`config.mk`:
```
export PLATFORM = sky130hd
export DESIGN_NAME = dbg2w_entry_seq
export DESIGN_NICKNAME = d
export VERILOG_FILES = /design/src/rtl/dbg2w_pkg.sv /design/src/rtl/dbg2w_phase_timer.sv /design/src/rtl/dbg2w_phase_fsm.sv /design/src/rtl/dbg2w_pin_decode.sv /design/src/rtl/dbg2w_entry_seq.sv
export SDC_FILE = /design/constraint.sdc
export NUM_CORES = 1
export LEC_CHECK = 0
export ABC_AREA = 1
export ABC_CLOCK_PERIOD_IN_PS = 2600
export BUFFER_PORTS_ARGS = -buffer_cell sky130_fd_sc_hd__buf_2
export CELL_PAD_IN_SITES_DETAIL_PLACEMENT = 1
export CELL_PAD_IN_SITES_GLOBAL_PLACEMENT = 1
export CORE_UTILIZATION = 45
export DETAILED_ROUTE_END_ITERATION = 16
export PLACE_DENSITY = 0.84
export SYNTH_ARGS = -nofsm -noshare
export SYNTH_HDL_FRONTEND = slang
export SYNTH_SLANG_ARGS = --single-unit
export TNS_END_PERCENT = 10
```
`constraint.sdc`:
```
create_clock -name clk -period 2.6 [get_ports clk]
set_input_delay 0 -clock clk [delete_from_list [all_inputs] [get_ports clk]]
set_output_delay 0 -clock clk [all_outputs]
set_load 0.05 [all_outputs]
```
`src/rtl/dbg2w_pkg.sv`:
```
package dbg2w_pkg;

  typedef enum logic [3:0] {
    PH_IDLE     = 4'd0,
    PH_RESET    = 4'd1,
    PH_SETUP    = 4'd2,
    PH_ACTIVATE = 4'd3,
    PH_REQUEST  = 4'd4,
    PH_LATCH    = 4'd5,
    PH_HOLD     = 4'd6,
    PH_SETTLE   = 4'd7,
    PH_READY    = 4'd8
  } phase_e;

  // Microseconds to clock cycles, rounded up, at least one cycle.
  function automatic int unsigned us_to_cycles(longint unsigned us, longint unsigned hz);
    longint unsigned c;
    c = (us * hz + 64'd999_999) / 64'd1_000_000;
    if (c == 0) c = 1;
    return int'(c);
  endfunction

  function automatic phase_e next_phase(phase_e ph);
    case (ph)
      PH_RESET:    return PH_SETUP;
      PH_SETUP:    return PH_ACTIVATE;
      PH_ACTIVATE: return PH_REQUEST;
      PH_REQUEST:  return PH_LATCH;
      PH_LATCH:    return PH_HOLD;
      PH_HOLD:     return PH_SETTLE;
      PH_SETTLE:   return PH_READY;
      default:     return ph;
    endcase
  endfunction

  function automatic logic phase_running(phase_e ph);
    return (ph != PH_IDLE) && (ph != PH_READY);
  endfunction

endpackage

```
`src/rtl/dbg2w_phase_timer.sv`:
```
module dbg2w_phase_timer #(
  parameter int unsigned CNT_W = 8
) (
  input  logic             clk,
  input  logic             rst_n,
  input  logic             load_i,
  input  logic [CNT_W-1:0] len_i,
  input  logic             run_i,
  output logic             expire_o,
  output logic [CNT_W-1:0] elapsed_o
);

  logic [CNT_W-1:0] remain_q;
  logic [CNT_W-1:0] elapsed_q;
  logic [CNT_W-1:0] len_q;

  always_ff @(posedge clk or negedge rst_n) begin
    if (!rst_n) begin
      remain_q  <= '0;
      elapsed_q <= '0;
      len_q     <= '0;
    end else if (load_i) begin
      remain_q  <= len_i - CNT_W'(1);
      elapsed_q <= '0;
      len_q     <= len_i;
    end else if (run_i) begin
      if (remain_q != '0) remain_q <= remain_q - CNT_W'(1);
      elapsed_q <= elapsed_q + CNT_W'(1);
    end
  end

  assign expire_o  = run_i && (remain_q == '0);
  assign elapsed_o = elapsed_q;

  // a phase ends after exactly the loaded number of cycles
  assert_phase_len_R8: assert property (@(posedge clk) disable iff (!rst_n)
    expire_o |-> (elapsed_q + CNT_W'(1) == len_q));

endmodule

```
`src/rtl/dbg2w_phase_fsm.sv`:
```
module dbg2w_phase_fsm
  import dbg2w_pkg::*;
#(
  parameter int unsigned CNT_W      = 8,
  parameter int unsigned CYC_RESET  = 1,
  parameter int unsigned CYC_SETUP  = 1,
  parameter int unsigned CYC_ACT    = 1,
  parameter int unsigned CYC_REQ    = 1,
  parameter int unsigned CYC_LATCH  = 1,
  parameter int unsigned CYC_HOLD   = 1,
  parameter int unsigned CYC_SETTLE = 1
) (
  input  logic             clk,
  input  logic             rst_n,
  input  logic             start_i,
  input  logic             takeover_i,
  input  logic             expire_i,
  output phase_e           phase_o,
  output logic             load_o,
  output logic [CNT_W-1:0] len_o,
  output logic             done_o
);

  phase_e phase_q, phase_d;
  logic   done_q;
  logic   running;
  logic   accept_start;
  logic   advance;

  function automatic logic [CNT_W-1:0] phase_len(phase_e ph);
    case (ph)
      PH_RESET:    return CNT_W'(CYC_RESET);
      PH_SETUP:    return CNT_W'(CYC_SETUP);
      PH_ACTIVATE: return CNT_W'(CYC_ACT);
      PH_REQUEST:  return CNT_W'(CYC_REQ);
      PH_LATCH:    return CNT_W'(CYC_LATCH);
      PH_HOLD:     return CNT_W'(CYC_HOLD);
      PH_SETTLE:   return CNT_W'(CYC_SETTLE);
      default:     return CNT_W'(1);
    endcase
  endfunction

  assign running      = phase_running(phase_q);
  assign accept_start = start_i && !running;
  assign advance      = running && expire_i;

  always_comb begin
    phase_d = phase_q;
    if (accept_start)                                phase_d = PH_RESET;
    else if (advance)                                phase_d = next_phase(phase_q);
    else if (phase_q == PH_READY && takeover_i)      phase_d = PH_IDLE;
  end

  assign load_o = accept_start || (advance && phase_running(next_phase(phase_q)));
  assign len_o  = phase_len(phase_d);

  always_ff @(posedge clk or negedge rst_n) begin
    if (!rst_n) begin
      phase_q <= PH_IDLE;
      done_q  <= 1'b0;
    end else begin
      phase_q <= phase_d;
      done_q  <= advance && (phase_q == PH_SETTLE);
    end
  end

  assign phase_o = phase_q;
  assign done_o  = done_q;

  // a start while busy leaves the phase untouched
  assert_start_ignored_R11: assert property (@(posedge clk) disable iff (!rst_n)
    (running && start_i && !expire_i) |=> (phase_q == $past(phase_q)));

  // done never lasts two cycles
  assert_done_single_R10: assert property (@(posedge clk) disable iff (!rst_n)
    done_q |=> !done_q);

  // done is always followed by the ready state
  assert_done_ready_R10: assert property (@(posedge clk) disable iff (!rst_n)
    done_q |-> (phase_q == PH_READY));

  // take-over during a run does not end it early
  assert_takeover_ignored_R12: assert property (@(posedge clk) disable iff (!rst_n)
    (running && takeover_i && !expire_i && !start_i) |=> (phase_q == $past(phase_q)));

endmodule

```
`src/rtl/dbg2w_pin_decode.sv`:
```
module dbg2w_pin_decode
  import dbg2w_pkg::*;
(
  input  phase_e phase_i,
  output logic   tck_o,
  output logic   tck_oe_o,
  output logic   tdio_o,
  output logic   tdio_oe_o,
  output logic   busy_o
);

  // {tck, tdio, enabled}
  function automatic logic [2:0] pin_levels(phase_e ph);
    case (ph)
      PH_RESET, PH_SETUP, PH_LATCH:                 return 3'b011;
      PH_ACTIVATE, PH_REQUEST, PH_HOLD, PH_SETTLE,
      PH_READY:                                     return 3'b111;
      default:                                      return 3'b000;
    endcase
  endfunction

  logic [2:0] lv;
  assign lv        = pin_levels(phase_i);
  assign tck_o     = lv[2];
  assign tdio_o    = lv[1];
  assign tck_oe_o  = lv[0];
  assign tdio_oe_o = lv[0];
  assign busy_o    = phase_running(phase_i);

endmodule

```
`src/rtl/dbg2w_entry_seq.sv`:
```
module dbg2w_entry_seq
  import dbg2w_pkg::*;
#(
  parameter longint unsigned CLK_HZ      = 100_000_000,
  parameter int unsigned     T_RESET_US  = 4000,
  parameter int unsigned     T_SETUP_US  = 1,
  parameter int unsigned     T_ACT_US    = 20000,
  parameter int unsigned     T_REQ_US    = 60,
  parameter int unsigned     T_LATCH_US  = 1,
  parameter int unsigned     T_HOLD_US   = 60,
  parameter int unsigned     T_SETTLE_US = 5000
) (
  input  logic clk,
  input  logic rst_n,
  input  logic start_i,
  input  logic takeover_i,
  output logic tck_o,
  output logic tck_oe_o,
  output logic tdio_o,
  output logic tdio_oe_o,
  output logic busy_o,
  output logic done_o
);

  localparam int unsigned CYC_RESET  = us_to_cycles(T_RESET_US,  CLK_HZ);
  localparam int unsigned CYC_SETUP  = us_to_cycles(T_SETUP_US,  CLK_HZ);
  localparam int unsigned CYC_ACT    = us_to_cycles(T_ACT_US,    CLK_HZ);
  localparam int unsigned CYC_REQ    = us_to_cycles(T_REQ_US,    CLK_HZ);
  localparam int unsigned CYC_LATCH  = us_to_cycles(T_LATCH_US,  CLK_HZ);
  localparam int unsigned CYC_HOLD   = us_to_cycles(T_HOLD_US,   CLK_HZ);
  localparam int unsigned CYC_SETTLE = us_to_cycles(T_SETTLE_US, CLK_HZ);
  localparam int unsigned CYC_LATCH_MAX = us_to_cycles(7, CLK_HZ);

  localparam int unsigned MAX_A   = (CYC_RESET > CYC_ACT) ? CYC_RESET : CYC_ACT;
  localparam int unsigned MAX_B   = (CYC_SETTLE > CYC_REQ) ? CYC_SETTLE : CYC_REQ;
  localparam int unsigned MAX_C   = (CYC_HOLD > CYC_SETUP) ? CYC_HOLD : CYC_SETUP;
  localparam int unsigned MAX_AB  = (MAX_A > MAX_B) ? MAX_A : MAX_B;
  localparam int unsigned MAX_CYC = (MAX_AB > MAX_C) ? MAX_AB : MAX_C;
  localparam int unsigned CNT_W   = $clog2(MAX_CYC + 2);

  phase_e           phase;
  logic             load;
  logic [CNT_W-1:0] len;
  logic             expire;
  logic [CNT_W-1:0] elapsed;
  logic             running;

  dbg2w_phase_fsm #(
    .CNT_W(CNT_W), .CYC_RESET(CYC_RESET), .CYC_SETUP(CYC_SETUP),
    .CYC_ACT(CYC_ACT), .CYC_REQ(CYC_REQ), .CYC_LATCH(CYC_LATCH),
    .CYC_HOLD(CYC_HOLD), .CYC_SETTLE(CYC_SETTLE)
  ) u_fsm (
    .clk(clk), .rst_n(rst_n), .start_i(start_i), .takeover_i(takeover_i),
    .expire_i(expire), .phase_o(phase), .load_o(load), .len_o(len),
    .done_o(done_o)
  );

  assign running = phase_running(phase);

  dbg2w_phase_timer #(.CNT_W(CNT_W)) u_timer (
    .clk(clk), .rst_n(rst_n), .load_i(load), .len_i(len), .run_i(running),
    .expire_o(expire), .elapsed_o(elapsed)
  );

  dbg2w_pin_decode u_pins (
    .phase_i(phase), .tck_o(tck_o), .tck_oe_o(tck_oe_o), .tdio_o(tdio_o),
    .tdio_oe_o(tdio_oe_o), .busy_o(busy_o)
  );

  // latch pulse stays inside its allowed window
  initial assert_latch_window_R6: assert (CYC_LATCH >= 1 && CYC_LATCH <= CYC_LATCH_MAX);

  // the low pulse on the clock line never runs past 7 us
  assert_latch_max_R6: assert property (@(posedge clk) disable iff (!rst_n)
    (phase == PH_LATCH) |-> (!tck_o && elapsed < CNT_W'(CYC_LATCH_MAX)));

  // while busy both lines are driven
  assert_busy_driven_R9: assert property (@(posedge clk) disable iff (!rst_n)
    busy_o |-> (tck_oe_o && tdio_oe_o));

  // after done the lines are held high and enabled
  assert_ready_high_R12: assert property (@(posedge clk) disable iff (!rst_n)
    done_o |-> (tck_o && tdio_o && tck_oe_o && tdio_oe_o && !busy_o));

  // an accepted start leads into the reset phase
  assert_start_reset_R2: assert property (@(posedge clk) disable iff (!rst_n)
    (start_i && !busy_o) |=> (busy_o && !tck_o && tdio_o));

endmodule

```
==> results of run 1 <==
==> routing by layer <==
layer,track usage,part of all wire,vias up
met3,0.0521,0.084,63
met4,0.124,0.054,0
li1,-,-,1175
met1,0.412,0.39,1319
met5,0,0,-
met2,0.567,0.47,182
==> worst max-delay path by stage <==
stage                                      end  depth (start not counted)  slack, ns                  from
after floorplan           u_timer.remain_q[14]                         15       0.19      u_fsm.phase_o[0]
after global placement     u_timer.remain_q[6]                         14       0.08  u_timer.remain_q[19]
after detailed placement   u_timer.remain_q[6]                         14      -0.04  u_timer.remain_q[19]
after CTS                 u_timer.remain_q[17]                         15      -0.04  u_timer.remain_q[19]
after global routing      u_timer.remain_q[11]                         14      -0.38      u_fsm.phase_o[1]
final                     u_timer.remain_q[10]                         13      -0.33      u_fsm.phase_o[3]
==> Yosys cell counts (all sizes together) <==
cell,n
o21ai,11
o21bai,1
buf,8
clkbuf,1
ha,1
nand3,41
a21oi,3
nor3,1
nor2,56
nand2,132
a31oi,4
xor2,6
dfrtp,26
clkinv,2
inv,35
nand4,11
a21o,1
or2,2
and3,1
==> repair_timing <==
item	in CTS	in global routing
endpoints found under the setup margin	15	18
gates resized for setup	8	50
cloned	1	1
hold endpoints to repair	26	0
setup buffers	13	12
hold buffers	1	0
pin swaps	3	20
==> registers in the layout, indices dropped and copies added, names as in the netlist <==
signal,cells
u_fsm.done_o,1
u_fsm.phase_o,4
u_timer.remain_q,21
==> cell usage in the layout, fill, tap and decap left out, types with 4 or more instances in the layout <==
cell       n
nand2_1  106
nand3_1   29
buf_4     28
inv_1     26
nor2_1    25
dfrtp_1   25
nand2_2   20
nor2_4    16
nor2_2    16
nand3_2    9
nand4_1    9
buf_2      9
inv_2      8
o21ai_0    7
buf_6      7
nand2_4    6
xor2_1     5
a31oi_1    4
==> worst reg2reg max path, delay by kind of cell (launching register included) <==
family	cells	cell delay (ns)
AO/OA/AOI/OAI	4	1.19
AND/OR/NAND/NOR	7	0.88
flip-flops	1	0.49
buffers and inverters	2	0.26
==> kinds of logic after synthesis <==
kind of cell / after synthesis
simple gates: 244
buf+inv: 46
flops: 26
compound gates: 20
xor+xnor: 6
fa+ha+maj: 1
==> power by group <==
group	internal [mW]	switching, mW	leakage (nW)	total [mW]
clock	0.207	0.158	0.0357	0.364
sequential	0.404	0	0.260	0.404
combinational	0.00256	0.00965	1.04	0.0122
total	0.613	0.167	1.33	0.781
==> cell type report <==
class	count	area [um^2]	share of cell area
Tap cell	67	83.8	0.0286
Clock inverter	1	30.0	0.0102
Clock buffer	3	41.3	0.0141
Sequential cell	26	652	0.222
Multi-Input combinational cell	273	1640	0.558
Timing Repair Buffer	45	344	0.117
Inverter	37	144	0.0491
==> impl_metrics.tcl, run 1 <==
set metrics [dict create \
    avgRoutedWirePerCell_um 22.4 \
    crit-reg2reg-launch "u_fsm.phase_o[3]" \
    synth_fa_ha_area_frac 0.00548 \
    placed_area_mm2 0.00242 \
    min_period_ns 2.93 \
    r2r_slack_ns -0.33 \
    hp-class "input pin to register" \
    synth_compound_area_frac 0.0630 \
    setup_ws_ns -0.333 \
    start_util 0.474 \
    fillers 645 \
    cts_tree "yes" \
    cts_buffers 3 \
    gp_congestion 0.882 \
    grt_pass1_vias 2645 \
    synth_area_mm2 0.00228 \
    placed_cells 422 \
    period_share 1.13 \
    r2r_end "u_timer.remain_q[10]" \
    relSlewSlack 0.561 \
    utilization 0.609 \
    synth_top_family_by_area "simple AND/OR/NAND/NOR gates" \
    power_density_mw_per_mm2 266 \
    final_area_mm2 0.00293 \
    gr-total-overflow 0 \
    cp.arrival_ns 3.12 \
    grtUsageTotal 0.329 \
    wl_um 10100 \
    hold_start "takeover_i" \
    finClkSkew_ns 0.00592 \
    htree_levels 1 \
    status "finished, violations left" \
    ys_seq_area_frac 0.285 \
    grt_setup_unrepaired "yes" \
    synth_cells 343 \
    crit_required_ns 2.79 \
    critPathMaxStageDelay_ns 0.49 \
    leakagePower_nw 1.33 \
    fin_cells 452 \
    path_max_fanout 7 \
    yosys.area_share.simple 0.526 \
    grt_pass1_wl_um 13200 \
    grt_max_degree 27 \
    diodes 0 \
    yosysTopAreaCellShare 0.285 \
    clock-sinks 26 \
    die_w_um 73.3 \
    antenna_found_initial 0 \
    detail-route-antenna-nets 0 \
    clkLatencyLatePin_ns 0.29 \
    synth_area_per_cell_um2 6.66 \
    synth-xor-area-share 0.0230 \
    die_h_um 73.3 \
    nets 391 \
    boundaryPins 10 \
    num_vias 2739 \
    yosys-top-cells-area "dfrtp_1, nand2_1, nand3_1, nor2_1, inv_1" \
    drtIter0Drc 392 \
    first_pass_iters 5 \
    dp_slack_ns -0.0437 \
    fin_setup_tns_ns -3.38 \
    crit_path_end_kind "register" \
    rr_worst_depth 13 \
    ir_drop_uv 271 \
    cp_slowest_cell "dfrtp_1" \
    maxCapViolCount 0 \
    design_power_total_mw 0.781 \
    startpoint_type "register" \
    tightest_slew_ns 0.659 \
    clkTransAtPathRegs_ns 0.11 \
    cp_cell_sequence "nor2_1 > o21ai_0 > nand2_1 > inv_1 > o21ai_0 > nand2_1 > o21ai_1 > inv_1 > nand3_2 > nor2_4 > nand2_1 > nand2_1 > a31oi_1" \
    path_buf_inv 2 \
    cpMostUsedCell "nand2_1" \
    finalHoldViolCount 0 \
    drc 0 \
    crit_family "compound AO/OA/AOI/OAI gates" \
    slew_viol_final 0 \
    hpwl_um 5480 \
    coreArea_mm2 0.00482 \
    violations "setup timing" \
    synth_warnings 0 \
    yosys-mux-area-fraction 0 \
    layout-area-overhead-vs-synth_pct 28.3 \
    fmax_mhz 341 \
    crit_type "register to register" \
    dieArea_mm2 0.00537 \
    port_buffers 9 \
    clock_path_buffers 2 \
    ys_ff_latch 26 \
    synth_top_area_cell "dfrtp_1" \
    hold_end "u_fsm.phase_o[3]" \
    cts_root_buf "clkbuf_8" \
    vias_per_cell 6.06 \
    hold_depth 5 \
    rows 25 \
    drive_gt1_frac 0.366 \
    synth.distinct_cells 35 \
    whs_ns 0.236 \
    synth_fp_nets 348 \
    setup_viol_count_final 17 \
]
(Power assumes the default switching activity.)
==> run 2, diff against run 1 <==
--- a/config.mk
+++ b/config.mk
@@ -12,8 +12,8 @@
 export CELL_PAD_IN_SITES_GLOBAL_PLACEMENT = 1
 export CORE_UTILIZATION = 45
 export DETAILED_ROUTE_END_ITERATION = 16
-export PLACE_DENSITY = 0.84
+export PLACE_DENSITY = 0.87
 export SYNTH_ARGS = -nofsm -noshare
 export SYNTH_HDL_FRONTEND = slang
 export SYNTH_SLANG_ARGS = --single-unit
-export TNS_END_PERCENT = 10
+export TNS_END_PERCENT = 50
==> impl_metrics.tcl, run 2 (same netlist as run 1, synthesis figures left out) <==
set metrics [dict create \
    status "finished, violations left" \
    violations "setup timing" \
    crit_type "register to register" \
    dr.max_layer_used "met4" \
    final_cell_mix "nand2_1, nand3_1, buf_4" \
    layout-area-overhead-vs-synth_pct 24.6 \
    crit_required_ns 2.79 \
    startpoint_type "register" \
    dr_wl_met2_um 4650 \
    gr-total-overflow 0 \
    leakagePower_nw 1.29 \
    drive_gt1_frac 0.363 \
    min_period_ns 2.82 \
    clock_path_buffers 2 \
    gp_congestion 0.849 \
    ir_drop_uv 198 \
    rr_worst_depth 15 \
    drc 0 \
    utilization 0.591 \
    r2r_slack_ns -0.22 \
    top_register "u_timer.remain_q" \
    grtUsageTotal 0.291 \
    hold_depth 4 \
    drtIter0Drc 339 \
    dr_wl_met3_um 697 \
    cts_root_buf "clkbuf_8" \
    crit_path_end_kind "register" \
    die_w_um 73.3 \
    finalHoldViolCount 0 \
    grt_pass1_vias 2417 \
    hold_start "takeover_i" \
    die_h_um 73.3 \
    diodes 0 \
    antenna_found_initial 0 \
    dieArea_mm2 0.00537 \
    wl_um 9720 \
    boundaryPins 10 \
    relSlewSlack 0.566 \
    port_buffers 9 \
    vias_per_cell 6.08 \
    grt_pass1_wl_um 11600 \
    hp-class "input pin to register" \
    setup_ws_ns -0.225 \
    slew_viol_final 0 \
    detail-route-antenna-nets 0 \
    layout_commonest_cell "nand2_1" \
    power_density_mw_per_mm2 236 \
    cp.arrival_ns 3.01 \
    fmax_mhz 354 \
    htree_levels 1 \
    tightest_slew_ns 0.651 \
    wl_met1_um 3860 \
    r2r_end "u_timer.remain_q[13]" \
    path_max_fanout 6 \
    grt_setup_unrepaired "yes" \
    hold_end "u_fsm.phase_o[3]" \
    nets 387 \
    grt_max_degree 27 \
    rows 25 \
    clkLatencyLatePin_ns 0.30 \
    avgRoutedWirePerCell_um 21.7 \
    clock-sinks 26 \
    hpwl_um 5350 \
    start_util 0.474 \
    first_pass_iters 5 \
    largest_reg_flops 21 \
    cts_tree "yes" \
    clkTransAtPathRegs_ns 0.10 \
    finClkSkew_ns 0.0153 \
    maxCapViolCount 0 \
    design_power_total_mw 0.672 \
    coreArea_mm2 0.00482 \
    num_vias 2718 \
    cts_buffers 3 \
    setup_viol_count_final 17 \
    period_share 1.09 \
    crit-reg2reg-launch "u_timer.remain_q[15]" \
]
run 2: cell count changes in the layout (fill, tap and decap cells not counted), moves of 2 or more:
cell and delta:
buf_6 -7, nand2_2 +7, nand2_1 -5, nand3_2 -3, nor2_2 -3, buf_4 +2, nand3_1 +2, nor2_1 +2
o21ai_0 -2
run 2: cell type report:
cell class / instances / area [um^2]
Tap cell: 67 / 83.8
Clock buffer: 3 / 41.3
Fill cell: 649 / 1970
Inverter: 37 / 144
Sequential cell: 26 / 653
Multi-Input combinational cell: 273 / 1620
Timing Repair Buffer: 41 / 300
run 2: how the worst max path moves through the flow:
stage / start / endpoint / slack [ns]
6_report: u_timer.remain_q[15] / u_timer.remain_q[13] / -0.22
4_1_cts: u_timer.remain_q[20] / u_timer.remain_q[18] / 0.01
3_3_place_gp: u_timer.remain_q[17] / u_timer.remain_q[18] / 0.07
2_1_floorplan: u_fsm.phase_o[0] / u_timer.remain_q[14] / 0.19
5_1_grt: u_timer.remain_q[15] / u_timer.remain_q[13] / -0.30
3_5_place_dp: u_timer.remain_q[20] / u_timer.remain_q[18] / -0.006
run 2: report_power, final:
part / internal [mW] / switching [mW] / total [mW]
Combinational: 0.00256 / 0.00944 / 0.0120
Sequential: 0.404 / 0 / 0.404
Clock: 0.105 / 0.150 / 0.256
run 2: metrics by stage:
step	hold WS (ns)	worst slack (ns)	cells	instance area (um^2)	setup TNS [ns]
CTS	0.0636	0.0113	427	2520	0
detailed placement	0.0549	-0.00576	422	2430	-0.00722
global placement	0.0531	0.0732	422	2430	0
finish	0.0621	-0.225	447	2850	-2.68
floorplan	-0.296	0.193	343	2280	0
global route	0.0731	-0.298	447	2850	-3.98
run 2: per-layer routing:
layer	GRT usage	vias to the layer above
li1	-	1178
met3	0.0398	63
met5	0	-
met1	0.377	1307
met4	0.0937	0
met2	0.498	170
run 2: worst max-delay path, stage by stage, from the launching register on:
cell and delay (ns):
dfrtp_1 0.43, nor2_1 0.18, nand2_2 0.13, nor2_4 0.19
nand3_4 0.14, nor2_4 0.17, nand2_2 0.11, nand2_4 0.14
nand2_2 0.10, o21ai_4 0.10, buf_4 0.16, nand4_4 0.14
nor2_1 0.34, nand3_1 0.17, nand3_1 0.12, nand2_1 0.08
run 2: timing repair:
item / 4_1_cts / 5_1_grt
hold buffers: 1 / 0
resized for setup: 6 / 49
pin swaps: 1 / 19
endpoints found under the setup margin: 7 / 16
hold endpoints to repair: 26 / 0
cloned: 1 / 1
buffers inserted: 0 / 19
